==> src/rtl/ctxbtb_pkg.sv <==
package ctxbtb_pkg;
  // per-feature power-up policy
  localparam logic [1:0] POL_OFF    = 2'd0;
  localparam logic [1:0] POL_ON     = 2'd1;
  localparam logic [1:0] POL_FORCED = 2'd2;

  localparam int CFG_W        = 3;
  localparam int CFG_MODE     = 0;
  localparam int CFG_THREAD   = 1;
  localparam int CFG_AUTOFLSH = 2;

  // strobes from control to datapath
  typedef struct packed {
    logic flushAll;
    logic wrEn;
    logic matchMode;
    logic matchThread;
  } strobe_t;
endpackage

==> src/rtl/ctxbtb_ctrl.sv <==
module ctxbtb_ctrl
  import ctxbtb_pkg::*;
#(
  parameter logic [1:0] MODE_POL   = POL_ON,
  parameter logic [1:0] THREAD_POL = POL_ON,
  parameter logic [1:0] FLUSH_POL  = POL_OFF
) (
  input  logic             clk,
  input  logic             rstN,
  input  logic             cfgWe,
  input  logic [CFG_W-1:0] cfgWdata,
  input  logic             flushReq,
  input  logic             ctxEvt,
  input  logic             upValid,
  output logic [CFG_W-1:0] cfgQ,
  output strobe_t          strb
);
  localparam logic [1:0] FEAT_POL [CFG_W] = '{MODE_POL, THREAD_POL, FLUSH_POL};

  for (genvar i = 0; i < CFG_W; i++) begin : g_feat
    if (FEAT_POL[i] == POL_FORCED) begin : g_forced
      assign cfgQ[i] = 1'b1;
    end else begin : g_soft
      logic bitQ;
      always_ff @(posedge clk) begin
        if (!rstN)      bitQ <= (FEAT_POL[i] == POL_ON);
        else if (cfgWe) bitQ <= cfgWdata[i];
      end
      assign cfgQ[i] = bitQ;

      // a writable policy bit follows the written value
      p_cfg_write_r9: assert property (@(posedge clk) disable iff (!rstN)
        cfgWe |=> (cfgQ[i] == $past(cfgWdata[i])));
    end
  end

  always_comb begin
    strb.flushAll    = flushReq | (ctxEvt & cfgQ[CFG_AUTOFLSH]);
    strb.wrEn        = upValid & ~strb.flushAll;
    strb.matchMode   = cfgQ[CFG_MODE];
    strb.matchThread = cfgQ[CFG_THREAD];
  end
endmodule

==> src/rtl/ctxbtb_array.sv <==
module ctxbtb_array
  import ctxbtb_pkg::*;
#(
  parameter int ENTRIES = 16,
  parameter int PC_W    = 32,
  parameter int TGT_W   = 32,
  parameter int THREADS = 2
) (
  input  logic                       clk,
  input  logic                       rstN,
  input  strobe_t                    strb,
  input  logic [$clog2(THREADS)-1:0] lkThread,
  input  logic                       lkKernel,
  input  logic [PC_W-1:0]            lkPc,
  output logic                       lkHit,
  output logic [TGT_W-1:0]           lkTarget,
  input  logic [$clog2(THREADS)-1:0] upThread,
  input  logic                       upKernel,
  input  logic [PC_W-1:0]            upPc,
  input  logic [TGT_W-1:0]           upTarget
);
  localparam int IDX_W = $clog2(ENTRIES);
  localparam int THR_W = $clog2(THREADS);
  localparam int IDX_LO = 2;
  localparam int TAG_LO = IDX_LO + IDX_W;
  localparam int TAG_W = PC_W - TAG_LO;

  logic [ENTRIES-1:0] validQ;
  logic [TAG_W-1:0]   tagQ [ENTRIES];
  logic [TGT_W-1:0]   tgtQ [ENTRIES];
  logic               krnQ [ENTRIES];
  logic [THR_W-1:0]   thrQ [ENTRIES];

  logic [IDX_W-1:0] upIdx, lkIdx;
  logic [TAG_W-1:0] upTag, lkTag;
  assign upIdx = upPc[TAG_LO-1:IDX_LO];
  assign upTag = upPc[PC_W-1:TAG_LO];
  assign lkIdx = lkPc[TAG_LO-1:IDX_LO];
  assign lkTag = lkPc[PC_W-1:TAG_LO];

  always_ff @(posedge clk) begin
    if (!rstN)              validQ <= '0;
    else if (strb.flushAll) validQ <= '0;
    else if (strb.wrEn)     validQ[upIdx] <= 1'b1;
  end

  always_ff @(posedge clk) begin
    if (strb.wrEn) begin
      tagQ[upIdx] <= upTag;
      tgtQ[upIdx] <= upTarget;
      krnQ[upIdx] <= upKernel;
      thrQ[upIdx] <= upThread;
    end
  end

  logic tagOk, modeOk, thrOk;
  always_comb begin
    tagOk    = validQ[lkIdx] && (tagQ[lkIdx] == lkTag);
    modeOk   = !strb.matchMode   || (krnQ[lkIdx] == lkKernel);
    thrOk    = !strb.matchThread || (thrQ[lkIdx] == lkThread);
    lkHit    = tagOk && modeOk && thrOk && !strb.flushAll;
    lkTarget = lkHit ? tgtQ[lkIdx] : '0;
  end

  // after a flush nothing is valid
  p_flush_clears_r6: assert property (@(posedge clk) disable iff (!rstN)
    strb.flushAll |=> (validQ == '0));
  // no hit while a flush is in progress
  p_flush_miss_r6: assert property (@(posedge clk) disable iff (!rstN)
    strb.flushAll |-> !lkHit);
  // a hit agrees with the trained mode
  p_mode_iso_r4: assert property (@(posedge clk) disable iff (!rstN)
    (lkHit && strb.matchMode) |-> (krnQ[lkIdx] == lkKernel));
  // a hit agrees with the training thread
  p_thread_iso_r5: assert property (@(posedge clk) disable iff (!rstN)
    (lkHit && strb.matchThread) |-> (thrQ[lkIdx] == lkThread));
  // a trained entry is valid afterwards
  p_train_valid_r2: assert property (@(posedge clk) disable iff (!rstN)
    strb.wrEn |=> validQ[$past(upIdx)]);
endmodule

==> src/rtl/ctx_btb.sv <==
module ctx_btb
  import ctxbtb_pkg::*;
#(
  parameter int         ENTRIES    = 16,
  parameter logic [1:0] MODE_POL   = POL_ON,
  parameter logic [1:0] THREAD_POL = POL_ON,
  parameter logic [1:0] FLUSH_POL  = POL_OFF
) (
  input  logic        clk,
  input  logic        rstN,
  input  logic        lkThread,
  input  logic        lkKernel,
  input  logic [31:0] lkPc,
  output logic        lkHit,
  output logic [31:0] lkTarget,
  input  logic        upValid,
  input  logic        upThread,
  input  logic        upKernel,
  input  logic [31:0] upPc,
  input  logic [31:0] upTarget,
  input  logic        flushReq,
  input  logic        ctxEvt,
  input  logic        cfgWe,
  input  logic [2:0]  cfgWdata,
  output logic [2:0]  cfgPolicy
);
  strobe_t strb;

  ctxbtb_ctrl #(
    .MODE_POL(MODE_POL), .THREAD_POL(THREAD_POL), .FLUSH_POL(FLUSH_POL)
  ) uCtrl (
    .clk(clk), .rstN(rstN), .cfgWe(cfgWe), .cfgWdata(cfgWdata),
    .flushReq(flushReq), .ctxEvt(ctxEvt), .upValid(upValid),
    .cfgQ(cfgPolicy), .strb(strb)
  );

  ctxbtb_array #(
    .ENTRIES(ENTRIES), .PC_W(32), .TGT_W(32), .THREADS(2)
  ) uArray (
    .clk(clk), .rstN(rstN), .strb(strb),
    .lkThread(lkThread), .lkKernel(lkKernel), .lkPc(lkPc),
    .lkHit(lkHit), .lkTarget(lkTarget),
    .upThread(upThread), .upKernel(upKernel), .upPc(upPc),
    .upTarget(upTarget)
  );

  // an enabled context event gives a miss in its own cycle
  p_ctx_evt_miss_r7: assert property (@(posedge clk) disable iff (!rstN)
    (ctxEvt && cfgPolicy[2]) |-> !lkHit);
  // target is zero on a miss
  p_miss_zero_r2: assert property (@(posedge clk) disable iff (!rstN)
    !lkHit |-> (lkTarget == 32'd0));
endmodule

==> config.mk <==
export PLATFORM = sky130hd
export DESIGN_NAME = ctx_btb
export DESIGN_NICKNAME = d
export VERILOG_FILES = /design/src/rtl/ctxbtb_pkg.sv /design/src/rtl/ctxbtb_ctrl.sv /design/src/rtl/ctxbtb_array.sv /design/src/rtl/ctx_btb.sv
export SDC_FILE = /design/constraint.sdc
export NUM_CORES = 1
export LEC_CHECK = 0
export BUFFER_PORTS_ARGS = -buffer_cell sky130_fd_sc_hd__clkbuf_2
export CORE_MARGIN = 2
export CORE_UTILIZATION = 45
export DETAILED_ROUTE_END_ITERATION = 16
export PLACE_DENSITY = 0.58
export SLEW_MARGIN = 0
export SYNTH_ARGS = -nofsm -noshare
export SYNTH_HDL_FRONTEND = slang
export SYNTH_HIERARCHICAL = 1
export SYNTH_SLANG_ARGS = --single-unit
==> constraint.sdc <==
create_clock -name clk -period 15.85 [get_ports clk]
set_input_delay 0.7925 -clock clk [delete_from_list [all_inputs] [get_ports clk]]
set_output_delay 0.7925 -clock clk [all_outputs]
set_load 0.02 [all_outputs]
After elaboration in Yosys (flattened, before gate mapping)

Memories as Yosys holds them, arrays and structs flattened.
Index checks and enable logic that the tools add are counted.

Flip-flop bits (word level): 19
RAM bits: 960
Input port bits: 109
Logic and storage cells: 38
Memories: 4

$lt $le $gt $ge: 3
Equal/unequal tests: 3
Mux-type cells: 7
Bitwise gates (word level): 6
Reductions and logical operators: 11

Memories:

| name        | words | width | rd ports | clocked after memory_dff | write ports | RTL line           | source |
|---|---|---|---|---|---|---|---|
| uArray.tgtQ | 16    | 32    | 1        | 0                        | 1           | ctxbtb_array.sv:30 | `logic [TGT_W-1:0] tgtQ [ENTRIES];` |
| uArray.tagQ | 16    | 26    | 1        | 0                        | 1           | ctxbtb_array.sv:29 | `logic [TAG_W-1:0] tagQ [ENTRIES];` |
| uArray.krnQ | 16    | 1     | 1        | 0                        | 1           | ctxbtb_array.sv:31 | `logic krnQ [ENTRIES];` |
| uArray.thrQ | 16    | 1     | 1        | 0                        | 1           | ctxbtb_array.sv:32 | `logic [THR_W-1:0] thrQ [ENTRIES];` |

Operator list:

| kind                                                 | number |
|---|---|
| 2-to-1 mux 32 bit                                    | 1 |
| == test 26 bit                                       | 1 |
| bitwise OR 16 bit                                    | 1 |
| < comparator 4 x 5 -> 1 bit (second input constant)  | 2 |
| logical AND 1 bit                                    | 5 |
| binary-select mux 1 bit (select 4 bit)               | 1 |
| demux 1 bit (select 4 bit)                           | 1 |
| >= comparator 4 x 1 -> 1 bit (second input constant) | 1 |
| 2-to-1 mux 1 bit                                     | 4 |
| zero test 1 bit                                      | 3 |
| AND 1 bit                                            | 2 |
| == test 1 bit                                        | 2 |
| logical OR 1 bit                                     | 2 |
| inverter 1 bit                                       | 2 |
| OR reduction 2 bit                                   | 1 |
| bitwise OR 1 bit                                     | 1 |

Logic depth before layout (Yosys ltp)

Depth in word-level cells: 7
Gate-level depth with buffers: 14

Hierarchy

The synthesis kept the hierarchy.

Modules (own cells, without submodules):

| module       | times used | cells an instance | area an instance (um^2) | sequential area each (um^2) |
|---|---|---|---|---|
| ctxbtb_array | 1          | 1664              | 38236.7                 | 29148.0 |
| ctxbtb_ctrl  | 1          | 17                | 156.4                   | 60.1 |

Worst setup path before layout

Ideal clock, no wire load.

Path kind: in2reg
From: in ctxEvt
To: mem uArray.krnQ[0], enable pin
Setup time: 0.555 ns
Arrival time: 5.795 ns
Slack: 9.500 ns
Stages on the path: 4
Buffers on the path: 0
Path through: a21o_1 -> nor2_1 -> or3b_2 -> nor3_1

RTL lines:

| item        | RTL line           | source |
|---|---|---|
| from (decl) | ctx_btb.sv:22      | `input logic ctxEvt,` |
| to (decl)   | ctxbtb_array.sv:31 |  |

Final worst setup path

From: in lkPc[3]
To: out lkTarget[25]

Cells in the longest elaborated chain, start to end: 7
Elaborated cells between the ends (all ways): 16

RTL lines:

| item                                                         | RTL line                               | source |
|---|---|---|
| from (decl)                                                  | ctx_btb.sv:13                          | `input logic [31:0] lkPc,` |
| memory read (16 x 26 bit) (tied with other cells)            | --                                     |  |
| == test 26 bit (tied with other cells)                       | ctxbtb_array.sv:58                     | `tagOk = validQ[lkIdx] && (tagQ[lkIdx] == lkTag);` |
| logical AND 1 bit / logical OR 1 bit (equally long branches) | ctxbtb_array.sv:58, ctxbtb_array.sv:59 |  |
| logical AND 1 bit (3 in series)                              | ctxbtb_array.sv:61                     | `lkHit = tagOk && modeOk && thrOk && !strb.flushAll;` |
| 2-to-1 mux 32 bit (*)                                        | ctxbtb_array.sv:62                     | `lkTarget = lkHit ? tgtQ[lkIdx] : '0;` |
| to (decl)                                                    | ctx_btb.sv:15                          | `output logic [31:0] lkTarget,` |

Mark *: on every way between the ends. The rest lies on a longest branch, timed or not. The select of a mux whose other input is x is not followed.

==> impl_metrics.tcl <==
set metrics [dict create \
    synth_compound_area_share_pct 1.25 \
    cp.arrival_ns 5.82 \
    synth_nets 1790 \
    worstHoldPathType "primary input to flip-flop" \
    area.growth.synth_to_final_pct 14.0 \
    worst_pin_slew_ns 1.11 \
    fmax_mhz 151 \
    yosys.area.top_type "edfxtp_1" \
    io_buffers 140 \
    rows 107 \
    dp_hpwl_microns 46000 \
    synth_flop_cell "edfxtp_1" \
    critPathLaunch "lkPc[3]" \
    synth.area.mux_share_pct 17.6 \
    dp.cells 2911 \
    boundaryPins 145 \
    finalSetupTns_ns 0 \
    clock_path_buffers 3 \
    synth_common_cells "960 x edfxtp_1, 264 x mux4_2, 78 x mux2i_1" \
    drt_iter0_markers 1647 \
    start_kind "primary input" \
    worstPathRequired_ns 15.06 \
    cts_setup_buffers 0 \
    htreeDepth 3 \
    finalMaxSlewViolations 0 \
    viasPerCell 5.87 \
    crit_fanout 57 \
    synth_top_family_by_area "multiplexers" \
    drc 0 \
    synth_top_cell_area_share_pct 75.1 \
    yosys_warnings 6 \
    routedWlPerCell_microns 29.2 \
    grt_pass1_vias 18967 \
    cts.repair.resized 0 \
    overflow 0 \
    drive_gt1_share_pct 33.1 \
    synth.most_common_cell "edfxtp_1" \
    yosysSeqAreaShare_pct 76.1 \
    synth_fa_ha_area_share_pct 0 \
    reg2reg_from "uCtrl/g_feat[2].g_soft.bitQ$_SDFFE_PN0P_" \
    syn_avg_cell_area_sq_um 22.8 \
    ctsHoldBuffers 0 \
    final_cells 3099 \
    hold_start "rstN" \
    clock-skew-final_ns 0.0238 \
    initial_core_util_pct 45.2 \
    finalHoldViolCount 0 \
    die_area_sq_um 87700 \
    yosys.area_share.simple_pct 2.61 \
    rsz0062_at_grt "no" \
    finalCritPeriodShare_pct 41.7 \
    min_period_ns 6.61 \
    final_util_pct 51.6 \
    synthCells 1681 \
    die_x_microns 296 \
    vias 18194 \
    setup_viol 0 \
    synthArstFlopShare_pct 0 \
    root_buffer "clkbuf_16" \
    p_leak_uw 0.0139 \
    clk_pin_slew_ns 0.05 \
    clock_latency_ns 0.66 \
    synth.area.top_cells "edfxtp_1 75%, mux4_2 15%, mux2i_1 2.0%" \
    synth-seq-cells 979 \
    routabilityCongestion 0.768 \
    critPathKind "primary input to primary output" \
    nets 1979 \
    grt_pass1_wl_microns 130000 \
    synth_xor_area_share_pct 0.890 \
    ir_drop_v 0.0000972 \
    maxCapViolations 0 \
    grt.total_usage_pct 21.0 \
    synth_edf_count 960 \
    drt-total-wl_microns 90400 \
    numCtsBuffers 101 \
    die_h_microns 296 \
    status "finished clean" \
    cp-end-kind "primary output" \
    antenna_left 0 \
    max_slew_margin_pct 26.0 \
    grt_max_degree 104 \
    cts_tree "done" \
    firstDrtPassIters 5 \
    cts_sinks 979 \
    synth_cell_types 56 \
    power_density_nw_per_um2 126 \
    antenna_found_initial 11 \
    syn-cell-area_sq_um 38400 \
    core_sq_um 84900 \
]
layout by cell type (no fill, tap or decap), drive strengths merged, types with 9 or more instances in the layout:
master  instances
mux2i          78
o21a           16
xor2           18
clkbuf        268
bufinv         13
clkinv         40
edfxtp        960
nor4           35
nor2           19
nand3          41
mux4          264
xnor2          21
inv             9
dfxtp          19
a21oi          10
buf            45
nor3           10
final cells by class:
type	instances	area (sq um)
fillers	6745	41100
well taps	1144	1430
clock inverters	57	618
diodes	1	2.50
multi-input cells	598	8720
repair buffers	183	1060
inverters	7	28.8
flip-flops and latches	979	29200
clock buffers	130	2710
routing by layer:
layer,track usage [%],up-vias,share of wire [%]
met5,0,-,0.12
met2,34.9,587,50
met3,3.94,164,6.1
met1,28.3,9875,41
li1,-,7548,-
met4,6.20,20,2.7
final timing paths:
kind / slack [ns] / end / cells after the start
hold / removal: 0.34 / uCtrl/g_feat[1].g_soft.bitQ$_SDFFE_PN1P_ / 2
setup / recovery: 9.24 / lkTarget[25] / 12
setup reg to reg: 12.49 / uArray/tgtQ[12][22]$_DFFE_PP_ / 5
hold reg to reg: 0.46 / uArray/validQ[4]$_SDFFE_PP0P_ / 1
per-stage QoR:
step	area (sq um)	hold WS, ns	power [uW]	setup WS [ns]
6_report	43800	0.345	5520	9.24
5_1_grt	43800	0.320	5690	8.99
4_1_cts	43800	0.307	5580	9.15
3_5_place_dp	40500	0.450	3220	9.15
3_3_place_gp	40500	0.442	3210	9.20
2_1_floorplan	38400	0.435	3110	9.50
power breakdown:
group          internal (uW)  leakage (uW)  total [uW]  switching [uW]
clock                   1410       0.00162        2360             946
sequential              2870       0.00880        2880            7.04
combinational            114       0.00349         277             163
total                   4400        0.0139        5520            1120
flip-flops by register name, summed over array words and instances (netlist names):
name,flops
uArray/tagQ,416
uArray/krnQ,16
uArray/thrQ,16
uArray/tgtQ,512
uArray/validQ,16
uCtrl/g_feat.g_soft.bitQ,3
critical path, stage by stage:
cell and delay, ns:
clkbuf_8 0.55, buf_4 0.79, buf_4 0.64, mux4_2 0.41, mux2i_1 0.17, mux2i_1 0.23
xor2_1 0.24, a211oi_1 0.64, nand4_1 0.17, buf_4 0.34, nor4_2 0.47, clkbuf_2 0.25
kinds of logic (layout without fill, tap and decap cells):
kind of cell / after synthesis / count (layout)
compound gates: 65 / 65
other cells: 0 / 1
mux: 346 / 346
xor+xnor: 39 / 39
buf+inv: 104 / 377
simple gates: 148 / 148
flops: 979 / 979
Power figures use the tool's default switching activity.
